$ cat src/rtl/adc_seq_pkg.sv
// Shared types and timing arithmetic for the ADC sequencer.
// Assumes all limits are positive nanosecond values and the clock period is > 0.
package adc_seq_pkg;

    typedef enum logic [2:0] {
        ST_RST,    // converter reset high
        ST_GAP,    // quiet time after converter reset
        ST_IDLE,   // waiting for a start request
        ST_SETUP,  // oversampling setup and strobe low time
        ST_CVHI,   // conversion strobe high
        ST_CONV,   // waiting for busy to rise then fall
        ST_RDLO,   // read strobe low
        ST_RDHI    // read strobe high
    } seq_state_t;

    // Round a nanosecond limit up to whole clocks, never below one.
    function automatic int ns2cyc(input int ns, input int clk_ns);
        int c;
        c = (ns + clk_ns - 1) / clk_ns;
        return (c < 1) ? 1 : c;
    endfunction

    function automatic int imax(input int a, input int b);
        return (a > b) ? a : b;
    endfunction

    // Worst-case conversion time for an oversampling code.
    function automatic int conv_limit_ns(input int code);
        case (code)
            0:       return 4150;
            1:       return 9100;
            2:       return 18800;
            3:       return 39000;
            4:       return 78000;
            5:       return 158000;
            default: return 315000;
        endcase
    endfunction

    // Watchdog length in clocks, including two synchroniser stages.
    function automatic int tmo_cyc(input int code, input int clk_ns);
        return ns2cyc(conv_limit_ns(code), clk_ns) + 2;
    endfunction

endpackage

$ cat src/rtl/adc_sync2.sv
// Multi-stage synchroniser for one asynchronous level.
// Assumes the input changes no faster than the stage count allows.
module adc_sync2 #(
    parameter int STAGES = 2
) (
    input  logic clk,
    input  logic rst_n,
    input  logic d_i,
    output logic q_o
);
    logic [STAGES-1:0] pipe;

    // Shift the input through the flop chain.
    always_ff @(posedge clk) begin
        if (!rst_n) pipe <= '0;
        else        pipe <= {pipe[STAGES-2:0], d_i};
    end

    assign q_o = pipe[STAGES-1];
endmodule

$ cat src/rtl/adc_down_cnt.sv
// Loadable down counter that stops at zero; done_o is high at zero.
// A load of value V keeps done_o low for V cycles after the load edge.
module adc_down_cnt #(
    parameter int W       = 8,
    parameter int RST_VAL = 0
) (
    input  logic         clk,
    input  logic         rst_n,
    input  logic         load_i,
    input  logic [W-1:0] val_i,
    output logic         done_o
);
    logic [W-1:0] cnt;

    // Load, count down or hold at zero.
    always_ff @(posedge clk) begin
        if (!rst_n)           cnt <= W'(RST_VAL);
        else if (load_i)      cnt <= val_i;
        else if (cnt != '0)   cnt <= cnt - 1'b1;
    end

    assign done_o = (cnt == '0);
endmodule

$ cat src/rtl/adc_chan_cnt.sv
// Channel index counter for the read burst: cleared at start, stepped per word.
// Assumes step is never issued when last_o is high.
module adc_chan_cnt #(
    parameter int N_CH = 8,
    localparam int CW  = (N_CH > 1) ? $clog2(N_CH) : 1
) (
    input  logic          clk,
    input  logic          rst_n,
    input  logic          clr_i,
    input  logic          step_i,
    output logic [CW-1:0] idx_o,
    output logic          last_o
);
    // Track the channel being read.
    always_ff @(posedge clk) begin
        if (!rst_n)      idx_o <= '0;
        else if (clr_i)  idx_o <= '0;
        else if (step_i) idx_o <= idx_o + 1'b1;
    end

    assign last_o = (idx_o == CW'(N_CH - 1));
endmodule

$ cat src/rtl/adc_seq_top.sv
// Sequencer for a parallel-bus simultaneous-sampling ADC.
// It resets the converter, strobes a conversion, waits on the synchronised busy
// flag with a watchdog, then reads N_CH words with one read strobe per word.
// Assumes busy_i is asynchronous and data_i is stable while rd_n_o is low.
module adc_seq_top #(
    parameter int CLK_NS    = 10,
    parameter int N_CH      = 8,
    parameter int DW        = 16,
    parameter int T_RST_NS  = 50,
    parameter int T_GAP_NS  = 25,
    parameter int T_CVLO_NS = 25,
    parameter int T_CVHI_NS = 25,
    parameter int T_OSSU_NS = 20,
    parameter int T_BUSY_NS = 45,
    parameter int T_RDLO_NS = 37,
    parameter int T_RDHI_NS = 15,
    localparam int CW       = (N_CH > 1) ? $clog2(N_CH) : 1
) (
    input  logic          clk,
    input  logic          rst_n,
    input  logic          start_i,
    input  logic [2:0]    os_i,
    input  logic          busy_i,
    input  logic [DW-1:0] data_i,
    output logic          adc_reset_o,
    output logic          convst_o,
    output logic [2:0]    os_o,
    output logic          cs_n_o,
    output logic          rd_n_o,
    output logic [DW-1:0] word_o,
    output logic          word_vld_o,
    output logic [CW-1:0] chan_o,
    output logic          done_o,
    output logic          fault_o
);
    import adc_seq_pkg::*;

    localparam int RST_CYC  = ns2cyc(T_RST_NS, CLK_NS);
    localparam int GAP_CYC  = ns2cyc(T_GAP_NS, CLK_NS);
    localparam int SU_CYC   = imax(ns2cyc(T_CVLO_NS, CLK_NS), ns2cyc(T_OSSU_NS, CLK_NS));
    localparam int CVHI_CYC = ns2cyc(T_CVHI_NS, CLK_NS);
    localparam int RISE_CYC = ns2cyc(T_BUSY_NS, CLK_NS) + 3;
    localparam int RDLO_CYC = ns2cyc(T_RDLO_NS, CLK_NS);
    localparam int RDHI_CYC = ns2cyc(T_RDHI_NS, CLK_NS);
    localparam int PH_MAX   = imax(imax(imax(RST_CYC, GAP_CYC), imax(SU_CYC, CVHI_CYC)),
                                   imax(RDLO_CYC, RDHI_CYC));
    localparam int PW       = $clog2(PH_MAX + 1);
    localparam int WD_MAX   = imax(tmo_cyc(7, CLK_NS), RISE_CYC);
    localparam int WDW      = $clog2(WD_MAX + 1);

    seq_state_t        state, nxt;
    logic              busy_s, seen;
    logic              ph_load, ph_done, wd_load, wd_done;
    logic [PW-1:0]     ph_val;
    logic [WDW-1:0]    wd_val;
    logic              ch_clr, ch_step, ch_last, cap, fin, flt;
    logic [CW-1:0]     ch_idx;
    logic [WDW-1:0]    tmo_tab [8];

    // One conversion-limit entry per oversampling code, computed from the clock.
    for (genvar g = 0; g < 8; g++) begin : g_tmo
        assign tmo_tab[g] = WDW'(tmo_cyc(g, CLK_NS) - 1);
    end

    adc_sync2 #(.STAGES(2)) u_sync (
        .clk(clk), .rst_n(rst_n), .d_i(busy_i), .q_o(busy_s)
    );

    adc_down_cnt #(.W(PW), .RST_VAL(RST_CYC - 1)) u_phase (
        .clk(clk), .rst_n(rst_n), .load_i(ph_load), .val_i(ph_val), .done_o(ph_done)
    );

    adc_down_cnt #(.W(WDW), .RST_VAL(0)) u_wdog (
        .clk(clk), .rst_n(rst_n), .load_i(wd_load), .val_i(wd_val), .done_o(wd_done)
    );

    adc_chan_cnt #(.N_CH(N_CH)) u_chan (
        .clk(clk), .rst_n(rst_n), .clr_i(ch_clr), .step_i(ch_step),
        .idx_o(ch_idx), .last_o(ch_last)
    );

    // Next state, timer loads and burst events.
    always_comb begin
        nxt     = state;
        ph_load = 1'b0;
        ph_val  = '0;
        wd_load = 1'b0;
        wd_val  = '0;
        ch_clr  = 1'b0;
        ch_step = 1'b0;
        cap     = 1'b0;
        fin     = 1'b0;
        flt     = 1'b0;
        case (state)
            ST_RST: if (ph_done) begin
                nxt = ST_GAP; ph_load = 1'b1; ph_val = PW'(GAP_CYC - 1);
            end
            ST_GAP: if (ph_done) nxt = ST_IDLE;
            ST_IDLE: if (start_i) begin
                nxt = ST_SETUP; ph_load = 1'b1; ph_val = PW'(SU_CYC - 1); ch_clr = 1'b1;
            end
            ST_SETUP: if (ph_done) begin
                nxt = ST_CVHI; ph_load = 1'b1; ph_val = PW'(CVHI_CYC - 1);
                wd_load = 1'b1; wd_val = WDW'(RISE_CYC - 1);
            end
            ST_CVHI: begin
                if (wd_done) flt = 1'b1;
                else begin
                    if (busy_s && !seen) begin
                        wd_load = 1'b1; wd_val = tmo_tab[os_o];
                    end
                    if (ph_done) nxt = ST_CONV;
                end
            end
            ST_CONV: begin
                if (wd_done) flt = 1'b1;
                else if (busy_s && !seen) begin
                    wd_load = 1'b1; wd_val = tmo_tab[os_o];
                end else if (seen && !busy_s) begin
                    nxt = ST_RDLO; ph_load = 1'b1; ph_val = PW'(RDLO_CYC - 1);
                end
            end
            ST_RDLO: if (ph_done) begin
                cap = 1'b1; nxt = ST_RDHI; ph_load = 1'b1; ph_val = PW'(RDHI_CYC - 1);
            end
            ST_RDHI: if (ph_done) begin
                if (ch_last) begin
                    fin = 1'b1; nxt = ST_IDLE;
                end else begin
                    ch_step = 1'b1; nxt = ST_RDLO;
                    ph_load = 1'b1; ph_val = PW'(RDLO_CYC - 1);
                end
            end
            default: nxt = ST_RST;
        endcase
        if (flt) begin
            nxt = ST_RST; ph_load = 1'b1; ph_val = PW'(RST_CYC - 1);
        end
    end

    // State register and busy-seen flag for the current conversion.
    always_ff @(posedge clk) begin
        if (!rst_n) begin
            state <= ST_RST;
            seen  <= 1'b0;
        end else begin
            state <= nxt;
            if (state == ST_SETUP) seen <= 1'b0;
            else if ((state == ST_CVHI || state == ST_CONV) && busy_s) seen <= 1'b1;
        end
    end

    // Registered converter controls decoded from the next state.
    always_ff @(posedge clk) begin
        if (!rst_n) begin
            adc_reset_o <= 1'b1;
            convst_o    <= 1'b0;
            cs_n_o      <= 1'b1;
            rd_n_o      <= 1'b1;
            done_o      <= 1'b0;
            fault_o     <= 1'b0;
        end else begin
            adc_reset_o <= (nxt == ST_RST);
            convst_o    <= (nxt == ST_CVHI);
            cs_n_o      <= !(nxt == ST_RDLO || nxt == ST_RDHI);
            rd_n_o      <= (nxt != ST_RDLO);
            done_o      <= fin;
            fault_o     <= flt;
        end
    end

    // Oversampling code tracks the request only while idle with busy low.
    always_ff @(posedge clk) begin
        if (!rst_n)                          os_o <= '0;
        else if (state == ST_IDLE && !busy_s) os_o <= os_i;
    end

    // Capture the bus on the read-strobe rising edge and present it with its index.
    always_ff @(posedge clk) begin
        if (!rst_n) begin
            word_vld_o <= 1'b0;
            word_o     <= '0;
            chan_o     <= '0;
        end else begin
            word_vld_o <= cap;
            if (cap) begin
                word_o <= data_i;
                chan_o <= ch_idx;
            end
        end
    end
endmodule

$ cat config.mk
export PLATFORM = sky130hd
export DESIGN_NAME = adc_seq_top
export DESIGN_NICKNAME = d
export VERILOG_FILES = /design/src/rtl/adc_seq_pkg.sv /design/src/rtl/adc_sync2.sv /design/src/rtl/adc_down_cnt.sv /design/src/rtl/adc_chan_cnt.sv /design/src/rtl/adc_seq_top.sv
export SDC_FILE = /design/constraint.sdc
export NUM_CORES = 1
export LEC_CHECK = 0
export CAP_MARGIN = 30
export CORE_ASPECT_RATIO = 1.5
export CORE_UTILIZATION = 52
export DETAILED_ROUTE_END_ITERATION = 16
export PLACE_DENSITY = 0.76
export SYNTH_ARGS = -nofsm -noshare
export SYNTH_HDL_FRONTEND = slang
export SYNTH_HIERARCHICAL = 1
export SYNTH_SLANG_ARGS = --single-unit
$ cat constraint.sdc
create_clock -name clk -period 4.6 [get_ports clk]
set_input_delay 0.46 -clock clk [delete_from_list [all_inputs] [get_ports clk]]
set_output_delay 0.46 -clock clk [all_outputs]
set_load 0.1 [all_outputs]
==> out/metrics.json, run 1 <==
{
  "cts_hold_repair.buffers": 0,
  "worst-endpoint-required_ns": 4.80,
  "synthFlopType": "sky130_fd_sc_hd__dfxtp_1",
  "first_global_vias": 2429,
  "synthCells": 346,
  "maximum_vdd_ir_drop_mv": 0.2591,
  "core_area_um2": 5245,
  "layout.nets": 425,
  "worst_hold_startpoint": "u_sync/pipe[0]",
  "cts-resized-gates": 0,
  "first_iter_violations": 72,
  "synth_area_um2": 2869,
  "grt_remaining_overflow": 0,
  "worstReg2RegStart": "u_wdog/cnt[0]",
  "synth-edff-count": 0,
  "rsz0062_at_grt": "false",
  "synth_seq_cells": 56,
  "r2r_slack_ns": 1.35,
  "timing.hold.ws_ns": 0.4505,
  "antenna_found_initial": 0,
  "min_delay_path_depth": 1,
  "grt_start_max_net_pins": 27,
  "hold_path.class": "reg -> reg",
  "globalplace.congestion": 0.8267,
  "endpoint_kind": "flop",
  "share_comb_of_total_power_pct": 37.5,
  "min_period_ns": 3.253,
  "h_tree_depth": 2,
  "fp.dieArea_um2": 5825,
  "area_growth_pct": 22.46,
  "power.internal_uw": 990.4,
  "num_antenna_cells": 0,
  "synthDominantAreaCellType": "sky130_fd_sc_hd__dfxtp_1",
  "average_wire_length_per_cell_after_detail_routing_um": 13.38,
  "timing.critical_path.arrival_ns": 3.45,
  "setup-tns-final_ns": 0,
  "clkSinkCount": 56,
  "wirelength_mm": 6.142,
  "synthesis.area_per_instance_um2": 8.292,
  "min_delay_worst_endpoint": "u_sync/pipe[1]",
  "synth_top_cells_by_count": "sky130_fd_sc_hd__nand2_1, sky130_fd_sc_hd__dfxtp_1, sky130_fd_sc_hd__a21oi_1, sky130_fd_sc_hd__nor2_1",
  "clock_path_buffers": 2,
  "drtPass1Iterations": 4,
  "crit_path_max_fanout": 8,
  "area_share_of_the_leading_cell_type_in_the_synthesized_netlist_pct": 39.08,
  "synth.net_count": 381,
  "route.detailed.vias_per_inst": 5.320,
  "worstRegToRegCells": 11,
  "setup.worst_path.start_class": "flop",
  "clock_tree_from_tritoncts": "built",
  "post_synth_main_area_contributors": "sky130_fd_sc_hd__dfxtp_1, sky130_fd_sc_hd__nand2_1, sky130_fd_sc_hd__a21oi_1, sky130_fd_sc_hd__ha_1, sky130_fd_sc_hd__nor2_1",
  "fp.dieH_um": 92.97,
  "clock_slew_seen_by_the_registers_of_the_worst_setup_and_hold_paths_ns": 0.09,
  "part_of_the_total_power_dissipated_in_the_clock_network_pct": 21.6,
  "power_leakage_uw": 0.001310,
  "route.vias.total": 2442,
  "grt_first_pass_wirelength_mm": 10.55,
  "finClkSkew_ns": 0.01091,
  "synth_warnings": 6,
  "pwr-share-seq_pct": 40.9,
  "root_buffer": "sky130_fd_sc_hd__clkbuf_8",
  "outcome": "completed",
  "reg2reg_to": "u_phase/cnt[0]",
  "drc": 0,
  "detail-route-antenna-nets": 0,
  "worst-slew-pin-transition_ns": 1.016,
  "finalSetupViolCount": 0,
  "synthArstFlopShare_pct": 0,
  "power_switching_share_pct": 36.20,
  "total_switching_power_uw": 562.1,
  "start_util_pct": 54.70,
  "cts_post_setup_buffers_inserted": 0,
  "ioPinCount": 52,
  "grt.total_usage_pct": 22.79,
  "drive_gt1_share_pct": 7.417,
  "estimated_wirelength_of_the_detail_placed_design_mm": 4.588,
  "yosysMostFrequentCell": "sky130_fd_sc_hd__nand2_1",
  "pwr_density_cell_nw_per_um2": 441.9,
  "min_period_over_period_pct": 70.71,
  "timing.final.max_slew_violations": 0,
  "insertion_delay_ns": 0.32,
  "port_buf_inserts": 51,
  "finalHoldViolations": 0,
  "core.rowCount": 32,
  "timing.setup.critical_path_class": "reg -> reg",
  "filler_cell_count": 441,
  "synth_cell_type_count": 58,
  "upper_clock_frequency_limit_mhz": 307.4,
  "relSlewSlack_pct": 32.07,
  "cts_inserted_buffers": 5,
  "die_w_um": 62.65,
  "setup.worst_path.start": "u_wdog/cnt[0]",
  "cap_violations": 0,
  "share_of_synthesized_area_occupied_by_flip_flops_and_latches_pct": 39.08
}
power by group through the flow:
stage | clock [uW] | combinational, uW | sequential, uW
final | 336 | 582 | 635
after global routing | 360 | 649 | 647
after CTS | 346 | 585 | 633
after detailed placement | 0 | 580 | 645
after global placement | 0 | 572 | 640
after floorplan | 0 | 467 | 644
worst max-delay path: stages, from the launching register on:
cell	delay, ns
sky130_fd_sc_hd__dfxtp_1	0.35
sky130_fd_sc_hd__inv_1	0.09
sky130_fd_sc_hd__ha_1	0.21
sky130_fd_sc_hd__or4b_2	0.67
sky130_fd_sc_hd__nor4_1	0.30
sky130_fd_sc_hd__buf_4	0.21
sky130_fd_sc_hd__nand4bb_1	0.15
sky130_fd_sc_hd__nor2_1	0.07
sky130_fd_sc_hd__o21ai_1	0.17
sky130_fd_sc_hd__nand4b_1	0.31
sky130_fd_sc_hd__and2b_1	0.29
sky130_fd_sc_hd__a2111oi_1	0.33
routing by layer:
metal | part of all wire, % | GRT usage (%) | up-vias
met4 | 1.5 | 8.140 | 0
met5 | 0 | 0 | -
met1 | 39 | 23.17 | 1124
li1 | - | - | 1268
met3 | 4.2 | 4.756 | 9
met2 | 55 | 44.75 | 41
through the flow:
step                area, um^2  power [uW]  cells  util, %  setup WS, ns
detailed placement        3392        1224    451    64.67         1.367
floorplan                 2869        1111    346        -         1.403
global placement          3392        1212    451    64.67         1.467
global route              3513        1656    459    66.98         1.032
CTS                       3513        1564    459    66.98         1.330
finish                    3513        1552    459    66.98         1.347
kinds of logic (layout without fill, tap and decap cells):
logic type | after synthesis | in the layout | share of synthesized area [%]
AOI/OAI and AO/OA | 70 | 70 | 15.00
xor gates and xnor gates | 13 | 13 | 3.969
adders and majority gates | 12 | 12 | 5.233
buffers and inverters | 31 | 76 | 4.884
DFF | 56 | 56 | 39.08
muxes | 5 | 5 | 1.745
and+or+nand+nor | 159 | 159 | 30.09
worst max path at each step:
stage	end	slack, ns	depth (start not counted)
2_1_floorplan	u_phase/cnt[0]	1.40	10
3_3_place_gp	u_phase/cnt[0]	1.47	11
3_5_place_dp	u_phase/cnt[0]	1.37	11
4_1_cts	u_phase/cnt[0]	1.33	11
5_1_grt	u_phase/cnt[0]	1.03	11
6_report	u_phase/cnt[0]	1.35	11
cell usage in the layout, fill, tap and decap left out, types with 6 or more instances in the layout:
master	instances
sky130_fd_sc_hd__inv_1	12
sky130_fd_sc_hd__clkdlybuf4s50_1	51
sky130_fd_sc_hd__nor2_1	29
sky130_fd_sc_hd__and2_1	7
sky130_fd_sc_hd__nor2b_1	7
sky130_fd_sc_hd__dfxtp_1	56
sky130_fd_sc_hd__xnor2_1	10
sky130_fd_sc_hd__clkbuf_8	6
sky130_fd_sc_hd__ha_1	12
sky130_fd_sc_hd__nand3_1	6
sky130_fd_sc_hd__o21ai_0	10
sky130_fd_sc_hd__a21oi_1	31
sky130_fd_sc_hd__nand2_1	65
sky130_fd_sc_hd__o21ai_1	9
sequential cells by signal, indices dropped and copies added (netlist names), 2 cells and up:
signal        cells
word_o           16
u_wdog/cnt       15
chan_o            3
os_o              3
state             3
u_chan/idx_o      3
u_phase/cnt       3
u_sync/pipe       2
final cells by class:
cell class                      instances  area [um^2]  area share (%)
Clock inverter                          2        38.79           1.104
Tap cell                               68        85.08           2.422
Multi-Input combinational cell        259         1608           45.76
Inverter                               16        60.06           1.709
Clock buffer                            6        82.58           2.350
Sequential cell                        56         1121           31.91
Timing Repair Buffer                   52        518.0           14.74
Note: power is estimated with default switching activity, not from simulation.
==> run 2, diff against run 1 <==
==> constraint.sdc (replaced) <==
create_clock -name clk -period 3.2 [get_ports clk]
set_input_delay 0.32 -clock clk [delete_from_list [all_inputs] [get_ports clk]]
set_output_delay 0.32 -clock clk [all_outputs]
set_load 0.1 [all_outputs]
==> run 2 against run 1 <==
Largest power group is now combinational cells. Clock skew fell by 0.00091 ns. Routed wire length increased by 3.0%. Maximum frequency up 10%. Combinational power increased by 57%. Sequential power is 40% higher. Via count grew 2.3%.
==> out/metrics.json, run 2 (synthesized netlist as in run 1, its figures left out) <==
{
  "outcome": "completed",
  "timing.setup.critical_path_class": "reg -> reg",
  "relSlewSlack": {"value": 33.50, "unit": "%", "change": "+1.4 points"},
  "timing.final.max_slew_violations": {"value": 0, "change": "unchanged"},
  "drive_gt1_share": {"value": 9.572, "unit": "%", "change": "+2.2 points"},
  "endpoint_kind": "flop",
  "finClkSkew": {"value": 0.01000, "unit": "ns", "change": "-0.0009128 ns"},
  "fp.dieH": {"value": 92.97, "unit": "um", "change": "unchanged"},
  "dp.cells": {"value": 458, "change": "+1.6%"},
  "drc": {"value": 0, "change": "unchanged"},
  "estimated_wirelength_of_the_detail_placed_design": {"value": 4.705, "unit": "mm", "change": "+2.5%"},
  "worst-endpoint-required": {"value": 3.40, "unit": "ns", "change": "-1.40 ns"},
  "die_w": {"value": 62.65, "unit": "um", "change": "unchanged"},
  "setup-tns-final": {"value": 0, "unit": "ns", "change": "unchanged"},
  "num_antenna_cells": {"value": 0, "change": "unchanged"},
  "drtPass1Iterations": {"value": 4, "change": "unchanged"},
  "insertion_delay": {"value": 0.31, "unit": "ns", "change": "about the same"},
  "finalHoldViolations": {"value": 0, "change": "unchanged"},
  "clock_tree_from_tritoncts": "built",
  "largestRegisters": "word_o x16, u_wdog/cnt x15",
  "power.internal": {"value": 1371, "unit": "uW", "change": "+38%"},
  "globalplace.congestion": {"value": 0.8643, "change": "+4.5%"},
  "antenna_found_initial": {"value": 0, "change": "unchanged"},
  "critical_path.cell_chain": "inv_1 > ha_1 > or4b_2 > nor4_2 > nand4bb_1 > nor2_1 > o21ai_1 > nand4b_1 > and2b_1 > a2111oi_1",
  "timing.critical_path.arrival": {"value": 3.14, "unit": "ns", "change": "-0.31 ns"},
  "worst_path_largest_cell_delay": {"value": 0.67, "unit": "ns", "change": "about the same"},
  "clock_path_buffers": {"value": 2, "change": "unchanged"},
  "route.detailed.vias_per_inst": {"value": 5.370, "change": "+0.93%"},
  "total_switching_power": {"value": 824.2, "unit": "uW", "change": "+47%"},
  "grt_remaining_overflow": {"value": 0, "change": "unchanged"},
  "max_flop_register": "word_o",
  "grt_first_pass_wirelength": {"value": 10.63, "unit": "mm", "change": "+0.78%"},
  "start_util": {"value": 54.70, "unit": "%", "change": "unchanged"},
  "power_leakage": {"value": 0.001334, "unit": "uW", "change": "+1.9%"},
  "crit_slowest_cell": "sky130_fd_sc_hd__or4b_2",
  "layout.nets": {"value": 432, "change": "+1.6%"},
  "most-common-layout-cells": "sky130_fd_sc_hd__nand2_1, sky130_fd_sc_hd__dfxtp_1, sky130_fd_sc_hd__clkdlybuf4s50_1, sky130_fd_sc_hd__a21oi_1, sky130_fd_sc_hd__nor2_1",
  "power_switching_share": {"value": 37.55, "unit": "%", "change": "+1.3 points"},
  "h_tree_depth": {"value": 2, "change": "unchanged"},
  "first_iter_violations": {"value": 92, "change": "+28%"},
  "first_global_vias": {"value": 2403, "change": "-1.1%"},
  "pwr-share-seq": {"value": 40.4, "unit": "%", "change": "-0.5 points"},
  "core.rowCount": {"value": 32, "change": "unchanged"},
  "hold_path.class": "reg -> reg",
  "detail-route-antenna-nets": {"value": 0, "change": "unchanged"},
  "share_comb_of_total_power": {"value": 41.6, "unit": "%", "change": "+4.1 points"},
  "mostFrequentLayoutCell": "sky130_fd_sc_hd__nand2_1",
  "ioPinCount": {"value": 52, "change": "unchanged"},
  "part_of_the_total_power_dissipated_in_the_clock_network": {"value": 18.1, "unit": "%", "change": "-3.5 points"},
  "grt_start_max_net_pins": {"value": 27, "change": "unchanged"},
  "fp.dieArea": {"value": 5825, "unit": "um^2", "change": "unchanged"},
  "wirelength": {"value": 6.329, "unit": "mm", "change": "+3.0%"},
  "min_period_over_period": {"value": 92.13, "unit": "%", "change": "+21 points"},
  "grt.total_usage": {"value": 22.91, "unit": "%", "change": "+0.12 points"},
  "upper_clock_frequency_limit": {"value": 339.2, "unit": "MHz", "change": "+10%"},
  "rsz0062_at_grt": "false",
  "setup.worst_path.start_class": "flop",
  "min_period": {"value": 2.948, "unit": "ns", "change": "-0.3045 ns"},
  "final_cells": {"value": 465, "change": "+1.3%"},
  "average_wire_length_per_cell_after_detail_routing": {"value": 13.61, "unit": "um", "change": "+1.7%"},
  "finalSetupViolCount": {"value": 0, "change": "unchanged"},
  "cap_violations": {"value": 0, "change": "unchanged"},
  "area_growth_pct": 23.29,
  "route.vias.total": {"value": 2497, "change": "+2.3%"},
  "clock_slew_seen_by_the_registers_of_the_worst_setup_and_hold_paths": {"value": 0.10, "unit": "ns", "change": "about the same"},
  "utilization": {"value": 67.44, "unit": "%", "change": "+0.45 points"},
  "root_buffer": "sky130_fd_sc_hd__clkbuf_8",
  "core_area": {"value": 5245, "unit": "um^2", "change": "unchanged"},
  "flip_flop_count_of_the_largest_register_all_copies_and_words_added": {"value": 16, "change": "unchanged"},
  "pwr_density_cell": {"value": 620.5, "unit": "nW/um^2", "change": "+40%"},
  "cts_inserted_buffers": {"value": 5, "change": "unchanged"},
  "maximum_vdd_ir_drop": {"value": 0.4585, "unit": "mV", "change": "+77%"},
  "port_buf_inserts": {"value": 51, "change": "unchanged"},
  "worst-slew-pin-transition": {"value": 0.9944, "unit": "ns", "change": "-0.02139 ns"},
  "crit_path_max_fanout": {"value": 5, "change": "-3"},
  "clkSinkCount": {"value": 56, "change": "unchanged"}
}
run 2: cell type report:
class,count,area [um^2]
sequential,56,1121
multi-input combinational,259,1614
tap,68,85.08
timing repair buffer,59,565.5
clock buffer,6,82.58
clock inverter,1,8.758
inverter,16,60.06
fill,446,1708
run 2: per-stage QoR:
step                instance area (um^2)  power, uW  setup WS, ns  hold slack (ns)
floorplan                           2869       1597      0.003179           0.3962
global placement                    3440       1778        0.2984           0.4412
detailed placement                  3440       1798        0.2073           0.4400
CTS                                 3531       2190        0.1654           0.4592
global route                        3537       2341       0.08217           0.4736
finish                              3537       2195        0.2519           0.4571
run 2: power groups by stage:
stage / Combinational [uW] / Sequential [uW] / Clock (uW)
detailed placement: 898 / 900 / 0
finish: 912 / 886 / 397
CTS: 905 / 884 / 401
floorplan: 671 / 926 / 0
global route: 1010 / 901 / 433
global placement: 882 / 896 / 0
run 2: critical path, delay by kind of cell, from the launching register on:
kind | cells | cell delay (ns)
AOI/OAI and AO/OA | 2 | 0.53
adders and majority gates | 1 | 0.21
buffers and inverters | 1 | 0.09
DFF | 1 | 0.35
and+or+nand+nor | 6 | 1.67
run 2: repair_timing:
item	4_1_cts	5_1_grt
buffers inserted	0	0
hold buffers	0	0
endpoints found under the setup margin	0	9
gates resized for setup	0	1
run 2: worst paths after layout:
kind,endpoint,cells after the start,from,slack (ns)
hold reg to reg,word_o[13],2,word_o[13],0.46
hold / removal,word_o[13],2,word_o[13],0.46
setup reg to reg,u_phase/cnt[0],10,u_wdog/cnt[0],0.25
setup / recovery,u_phase/cnt[0],10,u_wdog/cnt[0],0.25
run 2: per-layer routing:
metal | wire length [um] | GRT usage (%)
met5 | 0 | 0
met4 | 94 | 8.140
met3 | 264 | 5.244
met2 | 3395 | 43.84
met1 | 2575 | 23.97
